<file path="src/rtl/sfsr_pkg.sv">
package sfsr_pkg;

  localparam int BYTE_W = 8;
  localparam int NB_W   = 5;

  localparam logic [BYTE_W-1:0] OP_WREN = 8'h06;
  localparam logic [BYTE_W-1:0] OP_WRSR = 8'h01;
  localparam logic [BYTE_W-1:0] OP_RDSR = 8'h05;

  localparam int BIT_WIP  = 0;
  localparam int BIT_WEL  = 1;
  localparam int BP_LSB   = 2;
  localparam int BP_W     = 3;
  localparam int BIT_SRWD = 7;

  // Assemble the visible status byte from its stored fields.
  function automatic logic [BYTE_W-1:0] pack_status(
    input logic          srwd,
    input logic [BP_W-1:0] bp,
    input logic          wel,
    input logic          wip
  );
    logic [BYTE_W-1:0] s;
    s                      = '0;
    s[BIT_SRWD]            = srwd;
    s[BP_LSB +: BP_W]      = bp;
    s[BIT_WEL]             = wel;
    s[BIT_WIP]             = wip;
    return s;
  endfunction

  // A status-load frame is the load opcode plus exactly one data byte.
  function automatic logic is_load_frame(
    input logic [BYTE_W-1:0] op,
    input logic [NB_W-1:0]   nbits
  );
    return (op == OP_WRSR) && (nbits == NB_W'(2 * BYTE_W));
  endfunction

  // Hardware lock: disable bit set while the protect pin is pulled low.
  function automatic logic hw_locked(input logic srwd, input logic wp_n);
    return srwd & ~wp_n;
  endfunction

endpackage

</file>
<file path="src/rtl/sfsr_sync.sv">
module sfsr_sync #(
  parameter int          WIDTH   = 4,
  parameter int          STAGES  = 2,
  parameter logic [WIDTH-1:0] INIT = '0
) (
  input  logic             clk,
  input  logic             rst_n,
  input  logic [WIDTH-1:0] din,
  output logic [WIDTH-1:0] dout
);

  logic [WIDTH-1:0] stg_q [STAGES];

  generate
    for (genvar s = 0; s < STAGES; s++) begin : g_stage
      always_ff @(posedge clk or negedge rst_n) begin
        if (!rst_n) begin
          stg_q[s] <= INIT;
        end else if (s == 0) begin
          stg_q[s] <= din;
        end else begin
          stg_q[s] <= stg_q[(s == 0) ? 0 : s - 1];
        end
      end
    end
  endgenerate

  assign dout = stg_q[STAGES-1];

endmodule

</file>
<file path="src/rtl/sfsr_rx.sv">
module sfsr_rx
  import sfsr_pkg::*;
(
  input  logic              clk,
  input  logic              rst_n,
  input  logic              frame_start,
  input  logic              sample,
  input  logic              sdi,
  output logic [BYTE_W-1:0] op_q,
  output logic [BYTE_W-1:0] data_q,
  output logic [NB_W-1:0]   nbits_q,
  output logic              op_done_q
);

  localparam logic [NB_W-1:0] NB_MAX    = '1;
  localparam logic [NB_W-1:0] OP_LAST   = NB_W'(BYTE_W - 1);
  localparam logic [NB_W-1:0] DATA_LAST = NB_W'(2 * BYTE_W - 1);

  logic [BYTE_W-1:0] sh_q;
  logic [BYTE_W-1:0] sh_next;

  assign sh_next = {sh_q[BYTE_W-2:0], sdi};

  always_ff @(posedge clk or negedge rst_n) begin
    if (!rst_n) begin
      sh_q      <= '0;
      op_q      <= '0;
      data_q    <= '0;
      nbits_q   <= '0;
      op_done_q <= 1'b0;
    end else begin
      op_done_q <= 1'b0;
      if (frame_start) begin
        nbits_q <= '0;
      end else if (sample) begin
        sh_q <= sh_next;
        if (nbits_q != NB_MAX) nbits_q <= nbits_q + 1'b1;
        if (nbits_q == OP_LAST) begin
          op_q      <= sh_next;
          op_done_q <= 1'b1;
        end
        if (nbits_q == DATA_LAST) data_q <= sh_next;
      end
    end
  end

endmodule

</file>
<file path="src/rtl/sfsr_wtimer.sv">
module sfsr_wtimer #(
  parameter int TW = 64
) (
  input  logic clk,
  input  logic rst_n,
  input  logic start,
  output logic busy,
  output logic done
);

  localparam int            CW   = $clog2(TW + 1);
  localparam logic [CW-1:0] LOAD = CW'(TW);
  localparam logic [CW-1:0] LAST = CW'(1);

  logic [CW-1:0] cnt_q;

  always_ff @(posedge clk or negedge rst_n) begin
    if (!rst_n) begin
      cnt_q <= '0;
    end else if (start && cnt_q == '0) begin
      cnt_q <= LOAD;
    end else if (cnt_q != '0) begin
      cnt_q <= cnt_q - 1'b1;
    end
  end

  assign busy = (cnt_q != '0);
  assign done = (cnt_q == LAST);

endmodule

</file>
<file path="src/rtl/sfsr_tx.sv">
module sfsr_tx
  import sfsr_pkg::*;
(
  input  logic              clk,
  input  logic              rst_n,
  input  logic              arm,
  input  logic              stop,
  input  logic              shift,
  input  logic [BYTE_W-1:0] load_val,
  output logic              sdo_q,
  output logic              oe_q
);

  localparam int               IW       = $clog2(BYTE_W);
  localparam logic [IW-1:0]    IDX_LAST = IW'(BYTE_W - 1);

  logic [BYTE_W-1:0] sh_q;
  logic [IW-1:0]     idx_q;
  logic              armed_q;

  always_ff @(posedge clk or negedge rst_n) begin
    if (!rst_n) begin
      sh_q    <= '0;
      idx_q   <= '0;
      armed_q <= 1'b0;
      sdo_q   <= 1'b0;
      oe_q    <= 1'b0;
    end else if (stop) begin
      armed_q <= 1'b0;
      oe_q    <= 1'b0;
      idx_q   <= '0;
      sdo_q   <= 1'b0;
    end else if (arm) begin
      armed_q <= 1'b1;
      idx_q   <= '0;
    end else if (shift && armed_q) begin
      oe_q <= 1'b1;
      if (idx_q == '0) begin
        sdo_q <= load_val[BYTE_W-1];
        sh_q  <= {load_val[BYTE_W-2:0], 1'b0};
      end else begin
        sdo_q <= sh_q[BYTE_W-1];
        sh_q  <= {sh_q[BYTE_W-2:0], 1'b0};
      end
      idx_q <= (idx_q == IDX_LAST) ? '0 : idx_q + 1'b1;
    end
  end

endmodule

</file>
<file path="src/rtl/sfsr_status_ctrl.sv">
module sfsr_status_ctrl
  import sfsr_pkg::*;
#(
  parameter int TW_CYCLES   = 64,
  parameter int SYNC_STAGES = 2
) (
  input  logic clk,
  input  logic rst_n,
  input  logic spi_sck,
  input  logic spi_cs_n,
  input  logic spi_mosi,
  input  logic wp_n,
  output logic spi_miso,
  output logic spi_miso_oe
);

  // Synchronized pin order: {wp_n, mosi, sck, cs_n}
  localparam int              NPIN     = 4;
  localparam logic [NPIN-1:0] PIN_INIT = 4'b1001;

  logic [NPIN-1:0] pins_raw, pins_s;
  logic sck_prev_q, cs_prev_q;

  // Named internal events, used by the checker.
  logic cs_hi_w, cs_rise_w, cs_fall_w;
  logic sck_rise_w, sck_fall_w;
  logic sample_w, shift_w;
  logic wren_hit_w, wr_commit_w, rd_arm_w;
  logic busy_w, wdone_w;
  logic [BYTE_W-1:0] status_w;

  logic [BYTE_W-1:0] op_q, data_q;
  logic [NB_W-1:0]   nbits_q;
  logic              op_done_q;

  logic            wel_q, srwd_q;
  logic [BP_W-1:0] bp_q;

  assign pins_raw = {wp_n, spi_mosi, spi_sck, spi_cs_n};

  sfsr_sync #(
    .WIDTH (NPIN),
    .STAGES(SYNC_STAGES),
    .INIT  (PIN_INIT)
  ) u_sync (
    .clk  (clk),
    .rst_n(rst_n),
    .din  (pins_raw),
    .dout (pins_s)
  );

  always_ff @(posedge clk or negedge rst_n) begin
    if (!rst_n) begin
      sck_prev_q <= 1'b0;
      cs_prev_q  <= 1'b1;
    end else begin
      sck_prev_q <= pins_s[1];
      cs_prev_q  <= pins_s[0];
    end
  end

  assign cs_hi_w    = pins_s[0];
  assign cs_rise_w  = pins_s[0] & ~cs_prev_q;
  assign cs_fall_w  = ~pins_s[0] & cs_prev_q;
  assign sck_rise_w = pins_s[1] & ~sck_prev_q;
  assign sck_fall_w = ~pins_s[1] & sck_prev_q;
  assign sample_w   = sck_rise_w & ~cs_hi_w;
  assign shift_w    = sck_fall_w & ~cs_hi_w;

  sfsr_rx u_rx (
    .clk        (clk),
    .rst_n      (rst_n),
    .frame_start(cs_fall_w),
    .sample     (sample_w),
    .sdi        (pins_s[2]),
    .op_q       (op_q),
    .data_q     (data_q),
    .nbits_q    (nbits_q),
    .op_done_q  (op_done_q)
  );

  sfsr_wtimer #(.TW(TW_CYCLES)) u_timer (
    .clk  (clk),
    .rst_n(rst_n),
    .start(wr_commit_w),
    .busy (busy_w),
    .done (wdone_w)
  );

  assign wren_hit_w  = op_done_q && (op_q == OP_WREN) && !busy_w;
  assign rd_arm_w    = op_done_q && (op_q == OP_RDSR);
  assign wr_commit_w = cs_rise_w && is_load_frame(op_q, nbits_q) && wel_q &&
                       !busy_w && !hw_locked(srwd_q, pins_s[3]);

  always_ff @(posedge clk or negedge rst_n) begin
    if (!rst_n) begin
      wel_q  <= 1'b0;
      srwd_q <= 1'b0;
      bp_q   <= '0;
    end else begin
      if (wdone_w)         wel_q <= 1'b0;
      else if (wren_hit_w) wel_q <= 1'b1;
      if (wr_commit_w) begin
        srwd_q <= data_q[BIT_SRWD];
        bp_q   <= data_q[BP_LSB +: BP_W];
      end
    end
  end

  assign status_w = pack_status(srwd_q, bp_q, wel_q, busy_w);

  sfsr_tx u_tx (
    .clk     (clk),
    .rst_n   (rst_n),
    .arm     (rd_arm_w),
    .stop    (cs_hi_w),
    .shift   (shift_w),
    .load_val(status_w),
    .sdo_q   (spi_miso),
    .oe_q    (spi_miso_oe)
  );

endmodule

</file>
<file path="config.mk">
export PLATFORM = sky130hd
export DESIGN_NAME = sfsr_status_ctrl
export DESIGN_NICKNAME = d
export VERILOG_FILES = /design/src/rtl/sfsr_pkg.sv /design/src/rtl/sfsr_sync.sv /design/src/rtl/sfsr_rx.sv /design/src/rtl/sfsr_wtimer.sv /design/src/rtl/sfsr_tx.sv /design/src/rtl/sfsr_status_ctrl.sv
export SDC_FILE = /design/constraint.sdc
export NUM_CORES = 1
export LEC_CHECK = 0
export BUFFER_PORTS_ARGS = -buffer_cell sky130_fd_sc_hd__buf_4
export CAP_MARGIN = 25
export CORE_MARGIN = 8
export CORE_UTILIZATION = 45
export DETAILED_ROUTE_END_ITERATION = 12
export PLACE_DENSITY = 0.72
export SLEW_MARGIN = 20
export SYNTH_ARGS = -nofsm -noshare
export SYNTH_HDL_FRONTEND = slang
export SYNTH_SLANG_ARGS = --single-unit
export TNS_END_PERCENT = 10
</file>
<file path="constraint.sdc">
create_clock -name clk -period 5.96 [get_ports clk]
set_clock_uncertainty 0.05 [all_clocks]
set_input_delay 1.49 -clock clk [delete_from_list [all_inputs] [get_ports clk]]
set_output_delay 1.49 -clock clk [all_outputs]
set_load 0.03 [all_outputs]
</file>
Word-level counts from Yosys, hierarchy flattened
Cells that the tools add are included.
- add/subtract/negate cells: 3
- equality and inequality tests: 10
- multiplexer cells: 24
- bitwise logic cells: 14
- reduce and logical (&&, ||, !) cells: 28
- operators with widths (cell ; number):
    8-bit by 3-bit == test with 1-bit output, second input constant ; 2
    5-bit two-way mux ; 3
    1-bit two-way mux ; 14
    7-bit two-way mux ; 2
    3-bit two-way mux ; 4
    2-bit nonzero test ; 6
    1-bit logical AND ; 10
    3-bit AND reduction ; 3
    8-bit by 1-bit == test with 1-bit output, second input constant ; 1
    8-bit two-way mux ; 1
    1-bit bitwise AND ; 7
    7-bit by 1-bit == test with 1-bit output, second input constant ; 1
    7-bit logical NOT ; 1
    1-bit NOT ; 7
    7-bit nonzero test ; 1
    7-bit by 1-bit subtractor with 7-bit output, second input constant ; 1
    2-bit AND reduction ; 3
    5-bit by 1-bit adder with 5-bit output, second input constant ; 1
    5-bit by 3-bit == test with 1-bit output, second input constant ; 1
    5-bit by 4-bit == test with 1-bit output, second input constant ; 1
    5-bit == test, second input constant ; 1
    5-bit inequality test, second input constant ; 1
    3-bit by 1-bit adder with 3-bit output, second input constant ; 1
    3-bit == test, second input constant ; 1
    4 further kinds ; 5
- register bits: 65
- input port bits: 6
- output and inout port bits: 2
- word-level logic and storage cells: 97

Depth between registers and ports, before layout
- depth after elaboration: 8
- depth in mapped cells: 7
- depth with buffers taken out: 7

Hierarchy
From an unflattened synthesis, not the netlist that was laid out.
- cells, all modules: 215
- area total of the unflattened synthesis: 2829.0 um^2
- modules (own cells, without submodules) (module ; times used ; cells each ; area an instance (um^2) ; sequential area each (um^2)):
    sfsr_rx ; 1 ; 77 ; 1182.4 ; 725.7
    sfsr_tx ; 1 ; 60 ; 659.4 ; 325.3
    sfsr_wtimer ; 1 ; 35 ; 392.9 ; 175.2
    sfsr_status_ctrl ; 1 ; 31 ; 359.1 ; 176.4
    sfsr_sync ; 1 ; 12 ; 235.2 ; 205.2

Worst setup path after synthesis
No wires, ideal clock.
- path type: register to output
- from: reg u_tx.sdo_q
- to: out spi_miso
- data arrival time: 482 ps
- required time: 4420 ps
- path slack: 3938 ps
- stages on the path, launching flop included: 1
- buffers on the path: 0
- cells stage by stage: dfrtp_1
- RTL lines (item ; RTL line ; source):
    from (decl) ; sfsr_tx.sv:10 ; output logic sdo_q,
    from (signal assigned) ; sfsr_tx.sv:39 ; sdo_q <= load_val[BYTE_W-1];
    from (signal assigned) ; sfsr_tx.sv:42 ; sdo_q <= sh_q[BYTE_W-1];
    to (decl) ; sfsr_status_ctrl.sv:13 ; output logic spi_miso,
No word-level cell between the ends.

Worst setup path after layout
- from: reg u_tx.sdo_q
- to: out spi_miso
No word-level cell between the ends.

==> flow_metrics.env <==
export IMPL_status="completed"
export IMPL_worst_pin_slew_ps=717
export IMPL_start_kind="register"
export IMPL_pwr_share_clk_pct=42.9
export IMPL_syn_to_final_growth_pct=12.4
export IMPL_core_area_mm2=0.00551
export IMPL_critical_path_max_fanout=2
export IMPL_rsz0062_at_grt="no"
export IMPL_finalSetupTns_ps=0
export IMPL_dr_wl_met2_um=1870
export IMPL_drc_errors=0
export IMPL_r2r_end="u_rx.nbits_q[3]"
export IMPL_syn_avg_cell_area_um2=12.8
export IMPL_sw_frac_of_total_pct=21.2
export IMPL_finish_utilization_pct=52.4
export IMPL_wl_per_cell_um=13.9
export IMPL_grt_usage_pct=11.3
export IMPL_grt_overflow_total=0
export IMPL_leakage_uw=0.00137
export IMPL_p_comb_share_pct=4.2
export IMPL_yosysTopAreaCell="dfrtp_1"
export IMPL_syn_area_mm2=0.00256
export IMPL_clock_latency_ps=340
export IMPL_cts_hold_buf=0
export IMPL_hp_class="reg2reg"
export IMPL_dr_first_iter_drc_count=84
export IMPL_totalWireLength_um=4050
export IMPL_syn_nets=215
export IMPL_ys_warn_count=0
export IMPL_ys_top_cells_by_area="dfrtp_1 54%, mux2_2 10%, dfstp_2 5.1%"
export IMPL_switching_power_uw=178
export IMPL_cts_resized=0
export IMPL_vias=1487
export IMPL_h_tree_depth=3
export IMPL_antenna_found_initial=0
export IMPL_crit_family="flip-flops"
export IMPL_nNetsFinal=229
export IMPL_grt_pass1_vias=1539
export IMPL_num_rows=27
export IMPL_fin_crit_ps=2420
export IMPL_die_area_mm2=0.00837
export IMPL_postRouteAntennaNets=0
export IMPL_final_fill_count=487
export IMPL_layout_worst_path_cycle_share_pct=40.6
export IMPL_cts_root_buffer="clkbuf_8"
export IMPL_cpPeakStageDelay_ps=380
export IMPL_cp_required_ps=4420
export IMPL_hold_worst_slack_ps=303
export IMPL_routabilityCongestion=0.781
export IMPL_reg2reg_depth=7
export IMPL_slew_viol_final=0
export IMPL_yosys_area_top_type_share_pct=53.7
export IMPL_dr_wl_met3_um=136
export IMPL_cp_depth=1
export IMPL_io_pins=8
export IMPL_slew_headroom_pct=51.5
export IMPL_synth_cells=200
export IMPL_cts_made_buffers=9
export IMPL_grt_max_degree=61
export IMPL_postCtsSetupRepairBufs=0
export IMPL_port_buffer_count=7
export IMPL_die_w_um=91.5
export IMPL_clk_pin_slew_ps=60
export IMPL_drv_cap=0
export IMPL_ys_ff_latch=60
export IMPL_fmax_mhz=413
export IMPL_cp_end_kind="primary output"
export IMPL_dieHeight_um=91.5
export IMPL_seq_area_mm2=0.00151
export IMPL_ys_types=41
export IMPL_cp_arrival_ps=880
export IMPL_internal_power_uw=663
export IMPL_first_pass_iters=4
export IMPL_cts_sinks=60
export IMPL_grt_first_pass_wirelength_um=7450
export IMPL_start_util_pct=46.6
export IMPL_finalSetupViolCount=0
export IMPL_r2r_start="u_rx.nbits_q[0]"
export IMPL_p_per_area_mw_per_mm2=292
export IMPL_met1_length_um=1960
export IMPL_cts_tree="yes"
export IMPL_cp_num_buf_inv=1
export IMPL_multi_input_area_um2=995
export IMPL_whs_endpoint="u_sync.dout[2]"
export IMPL_r2r_setup_slack_ps=3740
export IMPL_path_cells="buf_4"
export IMPL_ys_seq_area_share_pct=58.8
export IMPL_path_class="reg2out"
export IMPL_clk_path_buf_depth=2
export IMPL_power_frac_seq_pct=53.0
export IMPL_final_hold_viol_count=0
export IMPL_drive_gt1_share_pct=25.6
export IMPL_worstHoldPathCells=0
export IMPL_min_delay_start="u_sync.stg_q[6]"
export IMPL_highest_layer="met4"
export IMPL_diodes=0
export IMPL_via_per_inst=5.11
export IMPL_slowest_stage="dfrtp_1"
export IMPL_vdd_ir_drop_max_v=0.000182
export IMPL_dpl_hpwl_um=2790
## per-stage QoR
step | total power [uW] | cells | instance area (um^2) | worst slack [ps]
after floorplan | 470 | 200 | 2560 | 3940
after global placement | 487 | 275 | 2680 | 3780
after detailed placement | 488 | 275 | 2680 | 3730
after CTS | 856 | 291 | 2880 | 3520
after global routing | 881 | 291 | 2880 | 3510
final | 841 | 291 | 2880 | 3540
## sequential cells by signal, indices dropped and copies added, names as in the netlist, 3 cells and up
name,count
u_tx.idx_q,3
u_rx.data_q,4
u_rx.nbits_q,5
u_rx.op_q,8
u_rx.sh_q,7
u_tx.sh_q,7
u_timer.cnt_q,7
u_sync.stg_q,4
bp_q,3
u_sync.dout,4
## power groups by stage
stage / Sequential (uW) / Clock (uW) / Combinational, uW
2_1_floorplan: 446 / 0 / 23.7
3_3_place_gp: 452 / 0 / 35.0
3_5_place_dp: 453 / 0 / 35.9
4_1_cts: 446 / 374 / 36.3
5_1_grt: 448 / 393 / 39.7
6_report: 445 / 360 / 34.9
## Yosys cell counts (all sizes together)
| cell | instances |
|---|---|
| dfrtp | 55 |
| mux2 | 23 |
| nor2 | 18 |
| nand2 | 14 |
| inv | 11 |
| o21ai | 10 |
| ha | 9 |
| a21oi | 5 |
| dfstp | 5 |
| nor3 | 5 |
| mux2i | 4 |
| xor2 | 4 |
| buf | 3 |
| nor4bb | 3 |
| o31ai | 3 |
| a31oi | 2 |
| nand2b | 2 |
| nand3 | 2 |
| nand4 | 2 |
| nor2b | 2 |
| nor4b | 2 |
| o2111ai | 2 |
| xnor2 | 2 |
| a211oi | 1 |
| and3 | 1 |
| and4b | 1 |
| clkbuf | 1 |
| nand3b | 1 |
| nand4b | 1 |
| nor3b | 1 |
| nor4 | 1 |
| o22ai | 1 |
| or3 | 1 |
| or3b | 1 |
| or4 | 1 |
## cell families after synthesis
logic type	count (synthesis)	share of synthesized area, %
AO/OA/AOI/OAI	24	6.05
XOR/XNOR	6	2.05
adder cells (fa/ha/maj)	9	4.39
buffers and inverters	15	2.64
flip-flops	60	58.8
multiplexers	27	11.7
AND/OR/NAND/NOR	59	14.4
## cell usage in the layout, fill, tap and decap left out, types with 4 or more instances in the layout
cell type and instances:
ha_1 9, mux2i_1 4, nand2_1 14, dfrtp_1 55
xor2_1 4, inv_1 11, nor2_1 18, mux2_2 23
buf_4 7, nor3_1 4, clkbuf_8 11, a21oi_1 5
o21ai_0 10, dfstp_2 5, clkbuf_1 4
## area by class of cell
type | instances | area share (%)
Clock buffer | 15 | 5.77
Clock inverter | 1 | 1.04
Inverter | 11 | 1.43
Multi-Input combinational cell | 125 | 34.5
Sequential cell | 60 | 52.3
Tap cell | 72 | 3.13
Timing Repair Buffer | 7 | 1.82
## routing by layer
layer  global-route usage, %  vias to the layer above
met1                    14.2                      729
met2                    16.6                       20
met5                       0                        -
met3                    3.87                        9
li1                        -                      729
met4                    6.14                        0
## how the worst max path moves through the flow
stage               slack (ps)            from         end
floorplan                 3940      u_tx.sdo_q    spi_miso
global placement          3780  u_sync.dout[0]  u_tx.sdo_q
detailed placement        3730  u_sync.dout[0]  u_tx.sdo_q
CTS                       3520      u_tx.sdo_q    spi_miso
global route              3510      u_tx.sdo_q    spi_miso
finish                    3540      u_tx.sdo_q    spi_miso
Note: power is estimated with default switching activity, not from simulation.
